[config.mk]
export PLATFORM = sky130hd
export DESIGN_NAME = adc_seq
export DESIGN_NICKNAME = d
export VERILOG_FILES = /design/src/rtl/adc_seq_pkg.sv /design/src/rtl/adc_seq_sclk_gen.sv /design/src/rtl/adc_seq_shifter.sv /design/src/rtl/adc_seq.sv
export SDC_FILE = /design/constraint.sdc
export NUM_CORES = 1
export LEC_CHECK = 0
export BUFFER_PORTS_ARGS = -buffer_cell sky130_fd_sc_hd__buf_2
export CAP_MARGIN = 5
export CORE_MARGIN = 5
export CORE_UTILIZATION = 38
export DETAILED_ROUTE_END_ITERATION = 8
export PLACE_DENSITY_LB_ADDON = 0.2
export SYNTH_ARGS = -nofsm -noshare
export SYNTH_HDL_FRONTEND = slang
export SYNTH_SLANG_ARGS = --single-unit
[constraint.sdc]
create_clock -name clk -period 2 [get_ports clk]
set_input_delay 0.6 -clock clk [delete_from_list [all_inputs] [get_ports clk]]
set_output_delay 0.6 -clock clk [all_outputs]
set_load 0.005 [all_outputs]
[src/rtl/adc_seq_pkg.sv]
package adc_seq_pkg;

    localparam int CMD_BITS    = 8;
    localparam int REPLY_BITS  = 16;
    localparam int FRAME_BITS  = CMD_BITS + REPLY_BITS;
    localparam int RESULT_BITS = 14;

    typedef struct packed {
        logic [2:0] chan;
        logic       single;
        logic       unipolar;
        logic [1:0] pd;
    } conv_req_t;

    typedef enum logic {
        ST_IDLE  = 1'b0,
        ST_SHIFT = 1'b1
    } seq_state_t;

    // Channel bits go out interleaved: bit0 first, then bit2, then bit1.
    function automatic logic [2:0] chan_code(input logic [2:0] chan);
        return {chan[0], chan[2], chan[1]};
    endfunction

    function automatic logic [CMD_BITS-1:0] cmd_byte(input conv_req_t r);
        return {1'b1, chan_code(r.chan), r.unipolar, r.single, r.pd};
    endfunction

endpackage

[src/rtl/adc_seq_sclk_gen.sv]
module adc_seq_sclk_gen #(
    parameter int HALF_DIV = 2
) (
    input  logic clk,
    input  logic rst,
    input  logic run,
    output logic sclk,
    output logic rise_evt,
    output logic fall_evt
);
    localparam int CW = (HALF_DIV > 1) ? $clog2(HALF_DIV) : 1;

    logic tick;

    generate
        if (HALF_DIV == 1) begin : g_nodiv
            assign tick = run;
        end else begin : g_div
            logic [CW-1:0] cnt_q;
            assign tick = run && (cnt_q == CW'(HALF_DIV - 1));
            always_ff @(posedge clk) begin
                if (rst || !run || tick) cnt_q <= '0;
                else                     cnt_q <= cnt_q + 1'b1;
            end
        end
    endgenerate

    assign rise_evt = tick && !sclk;
    assign fall_evt = tick && sclk;

    always_ff @(posedge clk) begin
        if (rst || !run) sclk <= 1'b0;
        else if (tick)   sclk <= !sclk;
    end

endmodule

[src/rtl/adc_seq_shifter.sv]
module adc_seq_shifter
    import adc_seq_pkg::*;
(
    input  logic                  clk,
    input  logic                  rst,
    input  logic                  load,
    input  logic [FRAME_BITS-1:0] load_word,
    input  logic                  rise_evt,
    input  logic                  fall_evt,
    input  logic                  miso,
    output logic                  mosi,
    output logic [FRAME_BITS-1:0] rx_word,
    output logic                  frame_end
);
    localparam int BW = $clog2(FRAME_BITS);

    logic [FRAME_BITS-1:0] tx_q;
    logic [BW-1:0]         bit_q;

    assign frame_end = fall_evt && (bit_q == BW'(FRAME_BITS - 1));

    always_ff @(posedge clk) begin
        if (rst) begin
            tx_q    <= '0;
            bit_q   <= BW'(FRAME_BITS - 1);
            mosi    <= 1'b0;
            rx_word <= '0;
        end else if (load) begin
            tx_q  <= load_word;
            bit_q <= '0;
            mosi  <= load_word[FRAME_BITS-1];
        end else begin
            if (rise_evt) rx_word <= {rx_word[FRAME_BITS-2:0], miso};
            if (fall_evt) begin
                tx_q <= tx_q << 1;
                if (frame_end) begin
                    mosi <= 1'b0;
                end else begin
                    bit_q <= bit_q + 1'b1;
                    mosi  <= tx_q[FRAME_BITS-2];
                end
            end
        end
    end

    // no second start marker during the reply bytes
    p_mosi_quiet_r4: assert property (@(posedge clk) disable iff (rst)
        (bit_q >= BW'(CMD_BITS)) |-> !mosi);

    // the bit counter never runs past the frame
    p_bit_range_r1: assert property (@(posedge clk) disable iff (rst)
        bit_q <= BW'(FRAME_BITS - 1));

endmodule

[src/rtl/adc_seq.sv]
module adc_seq
    import adc_seq_pkg::*;
#(
    parameter int HALF_DIV   = 2,
    parameter int RES_OFFSET = 1
) (
    input  logic                   clk,
    input  logic                   rst,
    input  logic                   req_valid,
    input  logic [2:0]             req_chan,
    input  logic                   req_single,
    input  logic                   req_unipolar,
    input  logic [1:0]             req_pd,
    output logic                   req_ready,
    output logic                   cs_n,
    output logic                   sclk,
    output logic                   mosi,
    input  logic                   miso,
    output logic                   done,
    output logic [RESULT_BITS-1:0] result
);
    localparam int LOW_WINDOW = (RES_OFFSET + RESULT_BITS <= REPLY_BITS) ? RES_OFFSET : 0;

    seq_state_t            state_q;
    conv_req_t             req;
    logic                  accept;
    logic                  rise_evt, fall_evt, frame_end;
    logic [FRAME_BITS-1:0] rx_word;
    logic [REPLY_BITS-1:0] reply;

    assign req       = '{chan: req_chan, single: req_single, unipolar: req_unipolar, pd: req_pd};
    assign req_ready = (state_q == ST_IDLE);
    assign accept    = req_valid && req_ready;
    assign reply     = rx_word[REPLY_BITS-1:0];

    adc_seq_sclk_gen #(.HALF_DIV(HALF_DIV)) u_sclk (
        .clk      (clk),
        .rst      (rst),
        .run      (state_q == ST_SHIFT),
        .sclk     (sclk),
        .rise_evt (rise_evt),
        .fall_evt (fall_evt)
    );

    adc_seq_shifter u_shift (
        .clk       (clk),
        .rst       (rst),
        .load      (accept),
        .load_word ({cmd_byte(req), {REPLY_BITS{1'b0}}}),
        .rise_evt  (rise_evt),
        .fall_evt  (fall_evt),
        .miso      (miso),
        .mosi      (mosi),
        .rx_word   (rx_word),
        .frame_end (frame_end)
    );

    always_ff @(posedge clk) begin
        if (rst) begin
            state_q <= ST_IDLE;
            cs_n    <= 1'b1;
            done    <= 1'b0;
            result  <= '0;
        end else begin
            done <= frame_end;
            if (accept) begin
                state_q <= ST_SHIFT;
                cs_n    <= 1'b0;
            end else if (frame_end) begin
                state_q <= ST_IDLE;
                cs_n    <= 1'b1;
                result  <= reply[LOW_WINDOW +: RESULT_BITS];
            end
        end
    end

    // clock stays low outside chip select
    p_sclk_idle_r1: assert property (@(posedge clk) disable iff (rst)
        cs_n |-> !sclk);

    // start marker present when chip select falls
    p_start_bit_r2: assert property (@(posedge clk) disable iff (rst)
        $fell(cs_n) |-> mosi);

    // single-cycle completion pulse
    p_done_pulse_r6: assert property (@(posedge clk) disable iff (rst)
        done |=> !done);

    // result only moves with done
    p_result_hold_r6: assert property (@(posedge clk) disable iff (rst)
        !done |-> $stable(result));

    // data line steady at a rising serial clock edge
    p_mosi_rise_r7: assert property (@(posedge clk) disable iff (rst)
        $rose(sclk) |-> $stable(mosi));

    // a transfer starts only from an idle request
    p_accept_idle_r9: assert property (@(posedge clk) disable iff (rst)
        $fell(cs_n) |-> ($past(req_ready) && $past(req_valid)));

endmodule

==> metrics.cfg, run 1 <==
[finish]
seq_area_um2=941
fill_cells=502
final_cell_mix=dfxtp_1, nand2_1, a21oi_1
layout-drive-gt1-share_pct=17.1
multiInputGateArea_um2=793
stdcell_count=300
final_common_cell=dfxtp_1
fin_nets=257
antenna_cells=0
area_growth_pct=14.7

[worst_setup_path]
critical_path_class=register to register
path_max_fanout=11
path_depth=5
max_stage_delay_ns=0.38
worstPathArrival_ns=1.76
r2r_end=result[1]$_SDFFE_PP0P_
cp-start-kind=register
crit_end=result[1]$_SDFFE_PP0P_
crit_chain=ha_1 -> nand4b_1 -> buf_4 -> o21ai_1 -> a21oi_1
rrSetupSlack_ns=0.41
cp-end-kind=register
crit_start=u_shift.bit_q[0]$_SDFFE_PP1P_
worstReg2RegStart=u_shift.bit_q[0]$_SDFFE_PP1P_
slowest_stage=dfxtp_1
ff2ff_path_depth=5
cp_top_family=flip-flops
worst-path-buf-inv=1
critPathRequiredTime_ns=2.17

[job]
cap_violations=0

[placement]
dpl.hpwl_um=2740
port_buffers=29
place_inst=292
gp_congestion=0.760

[sta]
fin_skew_ns=0.00632
setup_viol=0
tns_ns=0
slew-limit-headroom_pct=59.8
maxSlewViolCount=0
period_minus_slack_ns=1.59
tightest_slew_ns=0.601
fmax_mhz=627
grt_setup_unrepaired=no
hold_viol=0
fin_crit_sh_pct=79.7

[clock_tree]
path_clk_slew_ns=0.08
cts_setup_buffers=0
clockBufferDepth=2
post_cts_resize_count=0
cts_buffers=5
clock-root-buffer=clkbuf_8
clkSinkCount=47
ctsHoldBuffers=0
clk_latency_ns=0.29
h-tree-depth=2
cts_tree=yes

[routing]
wire_per_inst_um=13.7
drt-total-wl_um=4100
drc=0
dr.first_iter.drc_count=88
viasPerCell=5.30
dr.pass1.iters=4
postRouteAntennaNets=0
vias=1589

[logic_synthesis]
synthCells=223
synth.avg_cell_area_um2=8.17
synth_warnings=0
ys_seq_elements=47
synth_top_cells_by_area=dfxtp_1, a21oi_1, nand2_1, nand3_1, o21ai_1
netlist-cell-type-count=29
syn_area_um2=1820
yosys.area.top_type=dfxtp_1
yosys.area.top_type_share_pct=51.6
ys_seq_area_share_pct=51.6
syn_nets=235

[grt]
first_global_vias=1460
grt_max_degree=29
grt_first_pass_wirelength_um=6970
grt_use_total_pct=14.3
antenna_found_initial=0
grt_overflow=0

[power]
peakVddDrop_v=0.000354
leakagePower_nw=0.771
fin_total_pwr_w=0.00166
p_per_area_nw_per_um2=795

[hold_path]
hold_class=register to register
hold_depth=2

[die]
fp-row-count=25
dieArea_um2=6280
coreArea_um2=4690
fp.dieW_um=79.2
fp.dieH_um=79.2
ioPinCount=30
initial_core_util_pct=38.8

[outcome]
status=complete, no violations

metal layers:
| metal | global-route usage (%) | up-vias | wire (µm) |
|---|---|---|---|
| li1 | - | 812 | - |
| met1 | 17.6 | 743 | 1900 |
| met2 | 23.1 | 28 | 1940 |
| met3 | 4.20 | 6 | 189 |
| met4 | 6.19 | 0 | 72 |
| met5 | 0 | - | 0 |
registers in the layout, indices dropped and copies added, names as in the netlist:
register            flops
u_shift.rx_word        15
result                 14
cs_n                    1
u_shift.bit_q           5
u_sclk.sclk             1
state_q                 1
u_shift.tx_q            7
u_shift.mosi            1
u_sclk.g_div.cnt_q      1
done                    1
cells in the mapped netlist:
cell type,instances
a211o_1,2
and3_1,1
a2bb2oi_1,1
nor2_1,11
nand2_1,44
o211ai_1,1
nand3b_1,2
o21ai_0,2
nor3_1,3
a311oi_1,6
nand4_1,1
and4b_1,1
nand3_1,21
xnor2_1,1
a211oi_2,1
and3b_1,1
ha_1,1
clkbuf_1,12
o21ai_1,14
a31oi_1,1
nand2b_1,2
dfxtp_1,47
inv_1,1
nand4b_1,1
buf_2,7
nor2b_1,2
buf_1,1
or4_1,2
a21oi_1,33
report_power, final:
| group | internal (W) | total [W] | switching [W] | leakage (nW) |
|---|---|---|---|---|
| registers | 0.000959 | 0.000979 | 0.0000200 | 0.382 |
| logic | 0.0000498 | 0.000137 | 0.0000877 | 0.346 |
| clock network | 0.000246 | 0.000546 | 0.000300 | 0.0422 |
| total | 0.00125 | 0.00166 | 0.000408 | 0.771 |
worst min-delay path, stage by stage, from the launching register on:
cell     delay [ns]
dfxtp_1        0.31
nand2_1        0.05
a21oi_1        0.05
area by class of cell:
class                   instances  area share, %
clock inverters                 1          0.240
multi-input cells             155           38.0
clock buffers                   7           3.65
well taps                      54           3.23
flip-flops and latches         47           45.0
repair buffers                 35           9.70
inverters                       1          0.180
per-stage QoR:
step	hold WS, ns	instance area (µm²)	utilization (%)	worst slack [ns]
final	0.452	2090	44.5	0.405
after global routing	0.487	2090	44.5	0.254
after CTS	0.456	2090	44.5	0.399
after detailed placement	0.443	2010	42.8	0.389
after global placement	0.443	2010	42.8	0.358
after floorplan	0.432	1820	-	0.388
kinds of logic after synthesis:
logic type	share of synthesized area, %
AOI/OAI and AO/OA	19.2
xor gates and xnor gates	0.481
adders and majority gates	0.687
buffers and inverters	4.81
DFF	51.6
and+or+nand+nor	23.1
worst min path at each step:
stage / start / to / slack [ns]
after floorplan: u_shift.rx_word[0]$_SDFFE_PP0P_ / u_shift.rx_word[1]$_SDFFE_PP0P_ / 0.43
after global placement: cs_n$_SDFFE_PP1P_ / cs_n$_SDFFE_PP1P_ / 0.44
after detailed placement: u_shift.rx_word[0]$_SDFFE_PP0P_ / u_shift.rx_word[1]$_SDFFE_PP0P_ / 0.44
after CTS: u_shift.rx_word[0]$_SDFFE_PP0P_ / u_shift.rx_word[1]$_SDFFE_PP0P_ / 0.46
after global routing: u_shift.rx_word[0]$_SDFFE_PP0P_ / u_shift.rx_word[1]$_SDFFE_PP0P_ / 0.49
final: u_shift.rx_word[0]$_SDFFE_PP0P_ / u_shift.rx_word[1]$_SDFFE_PP0P_ / 0.45
(Power assumes the default switching activity.)
==> run 2, diff against run 1 <==
==> constraint.sdc (replaced) <==
create_clock -name clk -period 1.3 [get_ports clk]
set_input_delay 0.39 -clock clk [delete_from_list [all_inputs] [get_ports clk]]
set_output_delay 0.39 -clock clk [all_outputs]
set_load 0.005 [all_outputs]
==> metrics.cfg, run 2 (synthesized netlist as in run 1, its figures left out) <==
[hold_path]
holdPathEnd=u_shift.tx_q[16]$_SDFFE_PP0P_
hold_depth=3
hold_class=primary input to register
hold_start=req_pd[0]

[worst_setup_path]
path_max_fanout=4
worstPathArrival_ns=1.58
rrSetupSlack_ns=-0.05
ff2ff_path_depth=4
max_stage_delay_ns=0.42
worst-path-buf-inv=0
cp_top_family=simple AND/OR/NAND/NOR gates
critPathRequiredTime_ns=1.53
worstReg2RegStart=u_shift.bit_q[1]$_SDFFE_PP1P_
slowest_stage=or4_4
r2r_end=u_shift.bit_q[3]$_SDFFE_PP0P_
critical_path_class=register to register
crit_chain=ha_4 -> and4b_1 -> or4_4 -> a211oi_2
cp-start-kind=register
cp-end-kind=register

[outcome]
status=finished, violations left
violations=setup timing

[sta]
fin_skew_ns=0.00410
fin_ws_ns=-0.0535
fin_crit_sh_pct=104
grt_setup_unrepaired=yes
fmax_mhz=739
slew-limit-headroom_pct=78.8
tightest_slew_ns=0.318
setup_viol=1
hold_viol=0
tns_ns=-0.0535
period_minus_slack_ns=1.35
holdWs_ns=0.325
maxSlewViolCount=0

[grt]
grt_max_degree=22
grt_first_pass_wirelength_um=7470
antenna_found_initial=0
grt_use_total_pct=14.9
first_global_vias=1660
grt_overflow=0

[die]
initial_core_util_pct=38.8
fp.dieW_um=79.2
ioPinCount=30
fp-row-count=25
dieArea_um2=6280
coreArea_um2=4690
fp.dieH_um=79.2

[routing]
drt-total-wl_um=4160
dr.first_iter.drc_count=105
viasPerCell=5.19
postRouteAntennaNets=0
wire_per_inst_um=13.1
vias=1644
dr.pass1.iters=4
drc=0

[placement]
dpl.hpwl_um=2810
post-place-ws_ns=-0.0333
gp_congestion=0.776
place_area_um2=2180
port_buffers=29

[clock_tree]
h-tree-depth=2
clock-root-buffer=clkbuf_8
clockBufferDepth=2
ctsHoldBuffers=0
cts_tree=yes
clkSinkCount=47
clk_latency_ns=0.30
path_clk_slew_ns=0.08
cts_buffers=5

[finish]
regMostFlops=u_shift.rx_word
final_cell_mix=nand2_1, dfxtp_1, a21oi_1
final_common_cell=nand2_1
layout-drive-gt1-share_pct=28.9
final_area_um2=2330
antenna_cells=0
fin_nets=274
fill_cells=466
area_growth_pct=28.1
reg.largest.list=u_shift.rx_word (15), result (14), u_shift.tx_q (7)
largest_register_ffs=15

[power]
p_per_area_nw_per_um2=1170
leakagePower_nw=0.879
peakVddDrop_v=0.000459
fin_total_pwr_w=0.00273

[job]
cap_violations=0

==> run 2: cell count changes in the layout (fill, tap and decap cells not counted), moves of 2 or more <==
| cell | delta |
|---|---|
| a311oi_1 | -3 |
| a21oi_2 | +3 |
| dfxtp_2 | +4 |
| buf_12 | +2 |
| a311oi_2 | +3 |
| buf_4 | +11 |
| a21oi_1 | -3 |
| dfxtp_1 | -4 |
| buf_6 | +4 |
==> run 2: how the worst max path moves through the flow <==
stage | start | endpoint | slack (ns) | depth (start not counted)
4_1_cts | u_shift.bit_q[1]$_SDFFE_PP1P_ | u_shift.bit_q[3]$_SDFFE_PP0P_ | -0.06 | 4
3_3_place_gp | u_shift.bit_q[1]$_SDFFE_PP1P_ | u_shift.bit_q[3]$_SDFFE_PP0P_ | -0.02 | 4
6_report | u_shift.bit_q[1]$_SDFFE_PP1P_ | u_shift.bit_q[3]$_SDFFE_PP0P_ | -0.05 | 4
3_5_place_dp | u_shift.bit_q[1]$_SDFFE_PP1P_ | u_shift.bit_q[3]$_SDFFE_PP0P_ | -0.03 | 4
2_1_floorplan | u_shift.bit_q[0]$_SDFFE_PP1P_ | u_shift.bit_q[3]$_SDFFE_PP0P_ | -0.13 | 5
5_1_grt | u_shift.bit_q[1]$_SDFFE_PP1P_ | u_shift.bit_q[3]$_SDFFE_PP0P_ | -0.12 | 4
==> run 2: through the flow <==
stage,cells,util (%)
floorplan,223,-
global placement,309,46.5
detailed placement,309,46.5
CTS,317,48.6
global route,317,49.7
finish,317,49.7
==> run 2: layer usage <==
metal  GRT usage (%)  part of all wire, %
met5               0                    0
met4            6.36                  1.8
met3            3.85                  3.8
met2            23.7                   44
met1            18.9                   50
==> run 2: area by class of cell <==
cell class | instances | area (µm²) | share of cell area, %
well taps | 54 | 67.6 | 2.90
repair buffers | 52 | 370 | 15.9
inverters | 1 | 3.75 | 0.161
clock inverters | 1 | 8.76 | 0.375
multi-input cells | 155 | 851 | 36.5
flip-flops and latches | 47 | 946 | 40.5
clock buffers | 7 | 86.3 | 3.70
==> run 2: worst reg2reg max path: cells and delay by family (launching register included) <==
| kind | cells | cell delay (ns) |
|---|---|---|
| AO/OA/AOI/OAI | 1 | 0.17 |
| adder cells (fa/ha/maj) | 1 | 0.16 |
| flip-flops | 1 | 0.34 |
| AND/OR/NAND/NOR | 2 | 0.62 |
==> run 2: power breakdown <==
part	internal [W]	leakage, nW	switching [W]	total [W]
Sequential	0.00148	0.382	0.0000237	0.00150
Combinational	0.000147	0.448	0.000169	0.000316
Clock	0.000436	0.0484	0.000481	0.000917
==> run 2: repair_timing <==
| item | CTS | global route |
|---|---|---|
| gates resized for setup | 1 | 15 |
| pin swaps | 0 | 2 |
| setup buffers | 0 | 0 |
| setup endpoints to repair | 6 | 27 |
==> run 3, diff against run 2 <==
--- a/config.mk
+++ b/config.mk
@@ -10,6 +10,7 @@
 export CORE_MARGIN = 5
 export CORE_UTILIZATION = 38
 export DETAILED_ROUTE_END_ITERATION = 8
+export GPL_TIMING_DRIVEN = 0
 export PLACE_DENSITY_LB_ADDON = 0.2
 export SYNTH_ARGS = -nofsm -noshare
 export SYNTH_HDL_FRONTEND = slang
==> metrics.cfg, run 3 (synthesized netlist as in run 1, its figures left out) <==
[worst_setup_path]
cp-end-kind=register
crit_chain=ha_4 -> and4b_1 -> or4_4 -> a211oi_2
ff2ff_path_depth=4
path_max_fanout=2
critical_path_class=register to register
r2r_end=u_shift.bit_q[3]$_SDFFE_PP0P_
rrSetupSlack_ns=-0.14
critPathRequiredTime_ns=1.52
max_stage_delay_ns=0.48
worstPathArrival_ns=1.66
cp-start-kind=register
worstReg2RegStart=u_shift.bit_q[0]$_SDFFE_PP1P_
slowest_stage=or4_4

[clock_tree]
cts_buffers=5
clk_latency_ns=0.30
path_clk_slew_ns=0.09
clkSinkCount=47
clock-root-buffer=clkbuf_8
cts_tree=yes
clockBufferDepth=2
h-tree-depth=2

[finish]
final_area_um2=2530
stdcell_count=328
reg.largest.list=u_shift.rx_word (15), result (14), u_shift.tx_q (7)
layout-drive-gt1-share_pct=39.4
fin_nets=285
final_common_cell=dfxtp_1
regMostFlops=u_shift.rx_word
largest_register_ffs=15
final_cell_mix=dfxtp_1, nand2_1, buf_2
antenna_cells=0
area_growth_pct=38.7
fill_cells=449

[grt]
first_global_vias=1602
grt_max_degree=16
grt_use_total_pct=15.8
grt_first_pass_wirelength_um=7830
antenna_found_initial=0
grt_overflow=0

[placement]
place_area_um2=2060
post-place-ws_ns=-0.331
port_buffers=29
gp_congestion=0.759
place_inst=306
dpl.hpwl_um=3000

[die]
initial_core_util_pct=38.8
fp-row-count=25
fp.dieW_um=79.2
fp.dieH_um=79.2
dieArea_um2=6280
coreArea_um2=4690
ioPinCount=30

[outcome]
violations=setup timing
status=finished, violations left

[sta]
setup_viol=21
fin_crit_sh_pct=111
tightest_slew_ns=0.579
slew-limit-headroom_pct=61.4
maxSlewViolCount=0
fmax_mhz=695
fin_ws_ns=-0.139
fin_skew_ns=0.00813
period_minus_slack_ns=1.44
grt_setup_unrepaired=yes
hold_viol=0

[routing]
postRouteAntennaNets=0
dr.pass1.iters=4
dr.first_iter.drc_count=76
vias=1748
drc=0
viasPerCell=5.33
wire_per_inst_um=14.3
drt-total-wl_um=4710

[hold_path]
holdPathEnd=u_shift.rx_word[0]$_SDFFE_PP0P_
hold_depth=3
hold_class=primary input to register
hold_start=miso

[power]
p_per_area_nw_per_um2=1120
leakagePower_nw=0.916
peakVddDrop_v=0.000691

[job]
cap_violations=0

==> run 3: cell count changes in the layout (fill, tap and decap cells not counted), sizes merged <==
cell,delta
clkbuf,+6
clkinvlp,+1
buf,+4
==> run 3: cell type report <==
class / instances / area, µm² / share of cell area [%]
Clock buffer: 6 / 82.6 / 3.27
Inverter: 1 / 3.75 / 0.149
Multi-Input combinational cell: 155 / 957 / 37.9
Timing Repair Buffer: 48 / 317 / 12.5
Clock inverter: 2 / 16.3 / 0.644
Sequential cell: 47 / 950 / 37.6
Buffer: 15 / 134 / 5.30
Tap cell: 54 / 67.6 / 2.67
==> run 3: how the worst max path moves through the flow <==
stage                                       start                             to  cells past startpoint
floorplan           u_shift.bit_q[0]$_SDFFE_PP1P_  u_shift.bit_q[3]$_SDFFE_PP0P_                      5
global placement    u_shift.bit_q[0]$_SDFFE_PP1P_         result[0]$_SDFFE_PP0P_                      5
detailed placement  u_shift.bit_q[0]$_SDFFE_PP1P_         result[1]$_SDFFE_PP0P_                      5
CTS                 u_shift.bit_q[0]$_SDFFE_PP1P_  u_shift.bit_q[3]$_SDFFE_PP0P_                      5
global route        u_shift.bit_q[0]$_SDFFE_PP1P_  u_shift.bit_q[3]$_SDFFE_PP0P_                      4
finish              u_shift.bit_q[0]$_SDFFE_PP1P_  u_shift.bit_q[3]$_SDFFE_PP0P_                      4
==> run 3: per-stage QoR <==
| stage | total power, W | hold WS [ns] | util, % | setup TNS, ns |
|---|---|---|---|---|
| 6_report | 0.00283 | 0.322 | 53.9 | -1.17 |
| 5_1_grt | 0.00296 | 0.336 | 53.9 | -4.13 |
| 4_1_cts | 0.00284 | 0.315 | 51.5 | -2.93 |
| 3_5_place_dp | 0.00178 | 0.447 | 44.0 | -10.07 |
| 3_3_place_gp | 0.00178 | 0.440 | 44.0 | -11.07 |
| 2_1_floorplan | 0.00170 | 0.432 | - | -0.440 |
==> run 3: timing repair <==
| item | CTS | global route |
|---|---|---|
| buffers inserted | 13 | 4 |
| resized for setup | 40 | 32 |
| hold buffers | 0 | 0 |
| pin swaps | 10 | 13 |
| setup endpoints to repair | 42 | 45 |
| gates cloned | 1 | 1 |
==> run 3: layer usage <==
layer	GRT usage (%)	vias to the layer above	part of all wire [%]
met2	25.0	37	47
met1	20.7	820	45
met5	0	-	0
li1	-	879	-
met3	3.63	12	4.7
met4	6.36	0	2.6
==> run 3: worst max-delay path, delay by kind of cell (launching register included) <==
| kind | cells | cell delay, ns |
|---|---|---|
| simple gates | 2 | 0.67 |
| flops | 1 | 0.35 |
| fa+ha+maj | 1 | 0.15 |
| compound gates | 1 | 0.19 |
==> run 3: report_power, final <==
part	leakage, nW	switching, W	internal (W)	total (W)
logic	0.486	0.000194	0.000180	0.000374
registers	0.383	0.0000339	0.00148	0.00151
clock network	0.0474	0.000507	0.000435	0.000942
total	0.916	0.000735	0.00209	0.00283
